<file path="src/rtl/sxn_pkg.sv">
package sxn_pkg;

  typedef enum logic {
    OP_RD = 1'b0,
    OP_WR = 1'b1
  } sxn_op_e;

endpackage

</file>
<file path="src/rtl/sxn_cmd_queue.sv">
module sxn_cmd_queue #(
  parameter int W     = 21,
  parameter int DEPTH = 8
) (
  input  logic                         clk,
  input  logic                         rst_n,
  input  logic                         push,
  input  logic [W-1:0]                 din,
  input  logic                         pop,
  output logic [W-1:0]                 head,
  output logic                         full,
  output logic                         empty,
  output logic [$clog2(DEPTH+1)-1:0]   count
);

  localparam int PW = $clog2(DEPTH);
  localparam int CW = $clog2(DEPTH+1);
  localparam logic [CW-1:0] FULL_C = CW'(DEPTH);
  localparam logic [PW-1:0] LAST_P = PW'(DEPTH-1);

  logic [W-1:0]  slot [DEPTH];
  logic [PW-1:0] wr_ptr_q, wr_ptr_d;
  logic [PW-1:0] rd_ptr_q, rd_ptr_d;
  logic [CW-1:0] cnt_q, cnt_d;
  logic          do_push, do_pop;

  assign full  = (cnt_q == FULL_C);
  assign empty = (cnt_q == '0);
  assign count = cnt_q;
  assign head  = slot[rd_ptr_q];

  // next state
  always_comb begin
    do_push  = push && !full;
    do_pop   = pop && !empty;
    wr_ptr_d = wr_ptr_q;
    rd_ptr_d = rd_ptr_q;
    cnt_d    = cnt_q;
    if (do_push) wr_ptr_d = (wr_ptr_q == LAST_P) ? '0 : wr_ptr_q + PW'(1);
    if (do_pop)  rd_ptr_d = (rd_ptr_q == LAST_P) ? '0 : rd_ptr_q + PW'(1);
    case ({do_push, do_pop})
      2'b10:   cnt_d = cnt_q + CW'(1);
      2'b01:   cnt_d = cnt_q - CW'(1);
      default: cnt_d = cnt_q;
    endcase
  end

  // state registers
  always_ff @(posedge clk or negedge rst_n) begin
    if (!rst_n) begin
      wr_ptr_q <= '0;
      rd_ptr_q <= '0;
      cnt_q    <= '0;
    end else begin
      wr_ptr_q <= wr_ptr_d;
      rd_ptr_q <= rd_ptr_d;
      cnt_q    <= cnt_d;
    end
  end

  // storage, clock-enabled, not reset
  always_ff @(posedge clk) begin
    if (do_push) slot[wr_ptr_q] <= din;
  end

endmodule

</file>
<file path="src/rtl/sxn_mem_model.sv">
module sxn_mem_model #(
  parameter int AW      = 4,
  parameter int DW      = 16,
  parameter int LATENCY = 4
) (
  input  logic          clk,
  input  logic          rst_n,
  input  logic          issue,
  input  logic          is_wr,
  input  logic [AW-1:0] addr,
  input  logic [DW-1:0] wdata,
  output logic          ret_valid,
  output logic [DW-1:0] ret_data
);

  localparam int NWORD = 1 << AW;

  logic [DW-1:0] mem [NWORD];
  logic          stg_v [LATENCY];
  logic [DW-1:0] stg_d [LATENCY];
  logic          rd_issue;
  logic          wr_issue;

  assign rd_issue = issue && !is_wr;
  assign wr_issue = issue && is_wr;

  always_ff @(posedge clk) begin
    if (wr_issue) mem[addr] <= wdata;
  end

  // first pipeline stage
  always_ff @(posedge clk or negedge rst_n) begin
    if (!rst_n) stg_v[0] <= 1'b0;
    else        stg_v[0] <= rd_issue;
  end

  always_ff @(posedge clk) begin
    if (rd_issue) stg_d[0] <= mem[addr];
  end

  // remaining stages
  for (genvar g = 1; g < LATENCY; g++) begin : g_stage
    always_ff @(posedge clk or negedge rst_n) begin
      if (!rst_n) stg_v[g] <= 1'b0;
      else        stg_v[g] <= stg_v[g-1];
    end
    always_ff @(posedge clk) begin
      if (stg_v[g-1]) stg_d[g] <= stg_d[g-1];
    end
  end

  assign ret_valid = stg_v[LATENCY-1];
  assign ret_data  = stg_d[LATENCY-1];

endmodule

</file>
<file path="src/rtl/sxn_rd_tracker.sv">
module sxn_rd_tracker #(
  parameter int LIMIT = 8
) (
  input  logic                        clk,
  input  logic                        rst_n,
  input  logic                        take,
  input  logic                        give,
  output logic [$clog2(LIMIT+1)-1:0]  cnt,
  output logic                        at_limit
);

  localparam int CW = $clog2(LIMIT+1);
  localparam logic [CW-1:0] LIM_C = CW'(LIMIT);

  logic [CW-1:0] cnt_q, cnt_d;

  always_comb begin
    case ({take, give})
      2'b10:   cnt_d = cnt_q + CW'(1);
      2'b01:   cnt_d = cnt_q - CW'(1);
      default: cnt_d = cnt_q;
    endcase
  end

  always_ff @(posedge clk or negedge rst_n) begin
    if (!rst_n) cnt_q <= '0;
    else        cnt_q <= cnt_d;
  end

  assign cnt      = cnt_q;
  assign at_limit = (cnt_q == LIM_C);

endmodule

</file>
<file path="src/rtl/sxn_req_port.sv">
module sxn_req_port
  import sxn_pkg::*;
#(
  parameter int AW      = 4,
  parameter int DW      = 16,
  parameter int DEPTH   = 8,
  parameter int LATENCY = 4
) (
  input  logic          clk,
  input  logic          rst_n,
  input  logic          req_valid,
  input  logic          req_write,
  input  logic [AW-1:0] req_addr,
  input  logic [DW-1:0] req_wdata,
  output logic          req_wait,
  input  logic          mem_stall,
  output logic          rd_valid,
  output logic [DW-1:0] rd_data
);

  localparam int CMD_W = 1 + AW + DW;
  localparam int CNT_W = $clog2(DEPTH+1);

  typedef struct packed {
    sxn_op_e       op;
    logic [AW-1:0] addr;
    logic [DW-1:0] data;
  } cmd_t;

  logic [1:0]       rst_sync_q;
  logic             rst_sync_n;
  cmd_t             in_cmd, head_cmd;
  logic [CMD_W-1:0] head_bits;
  logic             q_full, q_empty;
  logic [CNT_W-1:0] q_cnt;
  logic [CNT_W-1:0] rd_cnt;
  logic             rd_at_limit;
  logic             accept, rd_take, pop;

  // reset: asserted at once, released after two clock edges
  always_ff @(posedge clk or negedge rst_n) begin
    if (!rst_n) rst_sync_q <= 2'b00;
    else        rst_sync_q <= {rst_sync_q[0], 1'b1};
  end
  assign rst_sync_n = rst_sync_q[1];

  assign in_cmd   = '{op: sxn_op_e'(req_write), addr: req_addr, data: req_wdata};
  assign req_wait = q_full || rd_at_limit;
  assign accept   = req_valid && !req_wait;
  assign rd_take  = accept && (in_cmd.op == OP_RD);
  assign pop      = !q_empty && !mem_stall;
  assign head_cmd = cmd_t'(head_bits);

  sxn_cmd_queue #(.W(CMD_W), .DEPTH(DEPTH)) queue_i (
    .clk   (clk),
    .rst_n (rst_sync_n),
    .push  (accept),
    .din   (in_cmd),
    .pop   (pop),
    .head  (head_bits),
    .full  (q_full),
    .empty (q_empty),
    .count (q_cnt)
  );

  sxn_mem_model #(.AW(AW), .DW(DW), .LATENCY(LATENCY)) mem_i (
    .clk       (clk),
    .rst_n     (rst_sync_n),
    .issue     (pop),
    .is_wr     (head_cmd.op == OP_WR),
    .addr      (head_cmd.addr),
    .wdata     (head_cmd.data),
    .ret_valid (rd_valid),
    .ret_data  (rd_data)
  );

  sxn_rd_tracker #(.LIMIT(DEPTH)) track_i (
    .clk      (clk),
    .rst_n    (rst_sync_n),
    .take     (rd_take),
    .give     (rd_valid),
    .cnt      (rd_cnt),
    .at_limit (rd_at_limit)
  );

endmodule

</file>
<file path="config.mk">
export PLATFORM = sky130hd
export DESIGN_NAME = sxn_req_port
export DESIGN_NICKNAME = d
export VERILOG_FILES = /design/src/rtl/sxn_pkg.sv /design/src/rtl/sxn_cmd_queue.sv /design/src/rtl/sxn_mem_model.sv /design/src/rtl/sxn_rd_tracker.sv /design/src/rtl/sxn_req_port.sv
export SDC_FILE = /design/constraint.sdc
export NUM_CORES = 1
export LEC_CHECK = 0
export BUFFER_PORTS_ARGS = -buffer_cell sky130_fd_sc_hd__buf_2
export CORE_MARGIN = 2
export CORE_UTILIZATION = 62
export DETAILED_ROUTE_END_ITERATION = 10
export GPL_ROUTABILITY_DRIVEN = 0
export PLACE_DENSITY = 0.79
export SYNTH_ARGS = -nofsm -noshare
export SYNTH_HDL_FRONTEND = slang
export SYNTH_SLANG_ARGS = --single-unit
</file>
<file path="constraint.sdc">
create_clock -name clk -period 1 [get_ports clk]
set_input_delay 0.05 -clock clk [delete_from_list [all_inputs] [get_ports clk]]
set_output_delay 0.05 -clock clk [all_outputs]
set_load 0.005 [all_outputs]
</file>
==> out/results.ini <==
[global_route]
grt_pass1_vias=9987
busiest_layer=met2
grt_overflow=0
antenna_found_initial=0
met3_usage_pct=6.21
grt_use_met1_pct=37.0
grt_pass1_wl_um=64800
grt_usage_pct=28.9
met2_usage_pct=49.6
grt_max_degree=75

[clock_tree]
clockBufferDepth=3
numCtsBuffers=48
ctsRootBufferMaster=clkbuf_16
cts_tree=yes
clk_pin_slew_ns=0.06
clkLatencyLatePin_ns=0.56
h-tree-depth=2
cts.sink_count=508

[sta]
tightestPinTransition_ns=0.597
finClkSkew_ns=0.0194
hold_violations=0
setup_viol=745
worst_slack_ns=-1.95
slew_headroom_pct=59.9
period_share_pct=295
fin_crit_ns=2.95
slew_violations=0
rsz0062_at_grt=yes
fmax_mhz=339

[place]
dp.cells=1328
numPortBuffers=42
hpwl_um=23300

[floorplan]
die_y_um=179
dieArea_sq_um=32100
coreArea_sq_um=30300
rows=64
start_util_pct=62.6
boundaryPins=43
die_w_um=179

[worst_hold_path]
worstHoldStart=req_write
min_path_type=input pin to flip-flop

[detailed_routing]
first_iter_violations=1029
drt-total-wl_um=44900
final_antenna_net_count=0
routedWlPerCell_um=31.0
drc=0
vias=9567
first_pass_iters=5
via_per_inst=6.60

[synthesis]
synth_cells=825
syn-mean-instance-area_sq_um=23.0
async_flop_share_pct=3.94
syn_area_sq_um=19000
synth_top_area_share_pct=77.1
synth_top_flop_cell=edfxtp_1
yosysSeqAreaShare_pct=79.7
synth.area.top_cells=edfxtp_1 77%, mux4_2 12%, dfrtp_1 2.6%
yosys.cell_types.count=40
synth_edf_count=488
yosys.area.top_type=edfxtp_1
ys_ff_latch=508
syn-num-nets=861
synth_warnings=0

[final_layout]
syn_to_final_growth_pct=22.1
fin_nets=1050
fin_cells=1449
n_antenna_cell=0
layout-drive-gt1-share_pct=40.6
fill_cells=1446

[power_and_ir_drop]
pwr-share-seq_pct=40.3
total_power_uw=79700
power.density_nw_per_um2=3430
vdd_drop_max_uv=2120
cellInternalPower_uw=54400
combinationalPowerShare_pct=37.0
power_frac_clock_pct=22.7
power.leakage_uw=0.00778
switching_share_pct=31.7
p_switching_uw=25300

[setup_path]
worstSetupPathType=flip-flop to flip-flop
worstPathMaxFanout=7
cp.arrival_ns=3.20
r2r-start=queue_i.rd_ptr_q[2]
crit_start=queue_i.rd_ptr_q[2]
critPathRequiredTime_ns=1.26
cp-start-kind=flip-flop
endpoint_kind=flip-flop

[outcome]
violations=setup timing
status=finished, violations left

[flow_run]
cap_viol_max_count=0

## synth_stat cells (2+ instances only)
cell / count
o21ai_0: 4
buf_6: 6
xnor2_1: 6
nor4_1: 2
a21o_1: 3
nor3b_1: 2
buf_1: 4
inv_1: 6
mux4_2: 104
xor2_1: 3
nand3_1: 2
clkbuf_1: 23
and3_1: 8
edfxtp_1: 488
nor4b_1: 3
mux2_1: 3
nand2_1: 24
dfrtp_1: 20
ha_1: 10
nor2b_1: 8
a21oi_1: 3
nor2_1: 5
mux2_2: 26
mux2i_1: 2
a22oi_1: 32
nor3_1: 5
buf_2: 5
nand3b_1: 2
nand2b_1: 5
## cells by family after synthesis
family                   share of synthesized area [%]
AO/OA/AOI/OAI                                     1.71
AND/OR/NAND/NOR                                   1.99
buffers and inverters                             1.14
adder cells (fa/ha/maj)                          0.764
XOR/XNOR                                         0.415
flip-flops                                        79.7
multiplexers                                      14.2
other                                           0.0197
## worst paths after layout
kind,slack [ns],cells past startpoint,end
hold / removal,0.03,4,track_i.cnt[0]
max in group asynchronous,0.50,3,rst_sync_q[0]
hold reg to reg,0.20,1,mem_i.ret_valid
setup reg to reg,-1.95,8,mem_i.mem[0][10]
min in group asynchronous,0.20,1,mem_i.ret_valid
setup / recovery,-1.95,8,mem_i.mem[0][10]
## layout by cell type (no fill, tap or decap), drive strengths merged, types with 2 or more instances in the layout
cell         netlist  final
nor2               5      5
bufinv             0      6
a22oi             32     32
nor4               3      3
mux4             104    104
mux2              30     30
a21oi              3      3
mux2i              2      2
nor3b              2      2
nand2             24     24
inv                6      8
nand3              2      2
ha                10     10
xnor2              6      6
nor3               5      5
clkinv             0     26
nor2b              8      8
clkbuf            23     54
and3               8      9
buf               15    153
nand3b             2      2
dfrtp             20     20
nor4b              3      3
edfxtp           488    488
nand2b             5      5
xor2               3      3
dlygate4sd3        0     23
o21ai              5      5
a21o               3      3
## flip-flops by register name, summed over array words and instances (netlist names)
name / cells
mem_i.mem: 256
queue_i.slot: 168
mem_i.stg_d: 64
queue_i.count: 4
track_i.cnt: 4
mem_i.stg_v: 3
queue_i.rd_ptr_q: 3
queue_i.wr_ptr_q: 3
rst_sync_q: 2
mem_i.ret_valid: 1
## worst max-delay path, cell delays in order (launching register included)
cell and delay (ns):
dfrtp_2 0.47, mux2_2 0.37, mux4_4 0.63, buf_12 0.20, nor4_4 0.22, buf_6 0.19, nand2b_4 0.11, nor2b_4 0.27
buf_8 0.19
## area by class of cell
class / instances / area [sq um] / share of cell area, %
well taps: 396 / 495 / 2.13
multi-input cells: 274 / 4090 / 17.6
clock inverters: 35 / 325 / 1.40
inverters: 6 / 22.5 / 0.0970
repair buffers: 176 / 1870 / 8.06
flip-flops and latches: 508 / 15200 / 65.3
clock buffers: 54 / 1240 / 5.36
## what timing repair did
item | CTS | global route
gates cloned | 4 | 1
hold buffers | 23 | 0
hold endpoints to repair | 170 | 0
endpoints found under the setup margin | 745 | 745
setup buffers | 4 | 0
gates resized for setup | 36 | 12
pin swaps | 18 | 5
## layer usage
| layer | vias to the layer above | wire, um |
|---|---|---|
| met5 | - | 0 |
| met4 | 0 | 1500 |
| met3 | 112 | 4130 |
| met2 | 632 | 23600 |
| met1 | 4985 | 15600 |
| li1 | 3838 | - |
## per-stage QoR
stage          instance area [sq um]  hold WS [ns]  util [%]   TNS, ns  setup WS, ns
6_report                       23200        0.0350      76.5  -1011.91         -1.95
5_1_grt                        23200        0.0342      76.5  -1058.46         -1.94
4_1_cts                        23100        0.0287      76.3   -988.96         -1.79
3_5_place_dp                   21000        -0.163      69.3   -988.54         -1.89
3_3_place_gp                   21000        -0.166      69.3   -947.98         -1.79
2_1_floorplan                  19400        -0.246         -   -862.58         -1.67
## power by group through the flow
stage / clock, uW / sequential (uW) / combinational [uW]
after floorplan: 0 / 32100 / 17100
after global placement: 0 / 32000 / 24700
after detailed placement: 0 / 32300 / 26000
after CTS: 18200 / 32000 / 28600
after global routing: 19000 / 32300 / 31000
final: 18100 / 32100 / 29500
(Power assumes the default switching activity.)
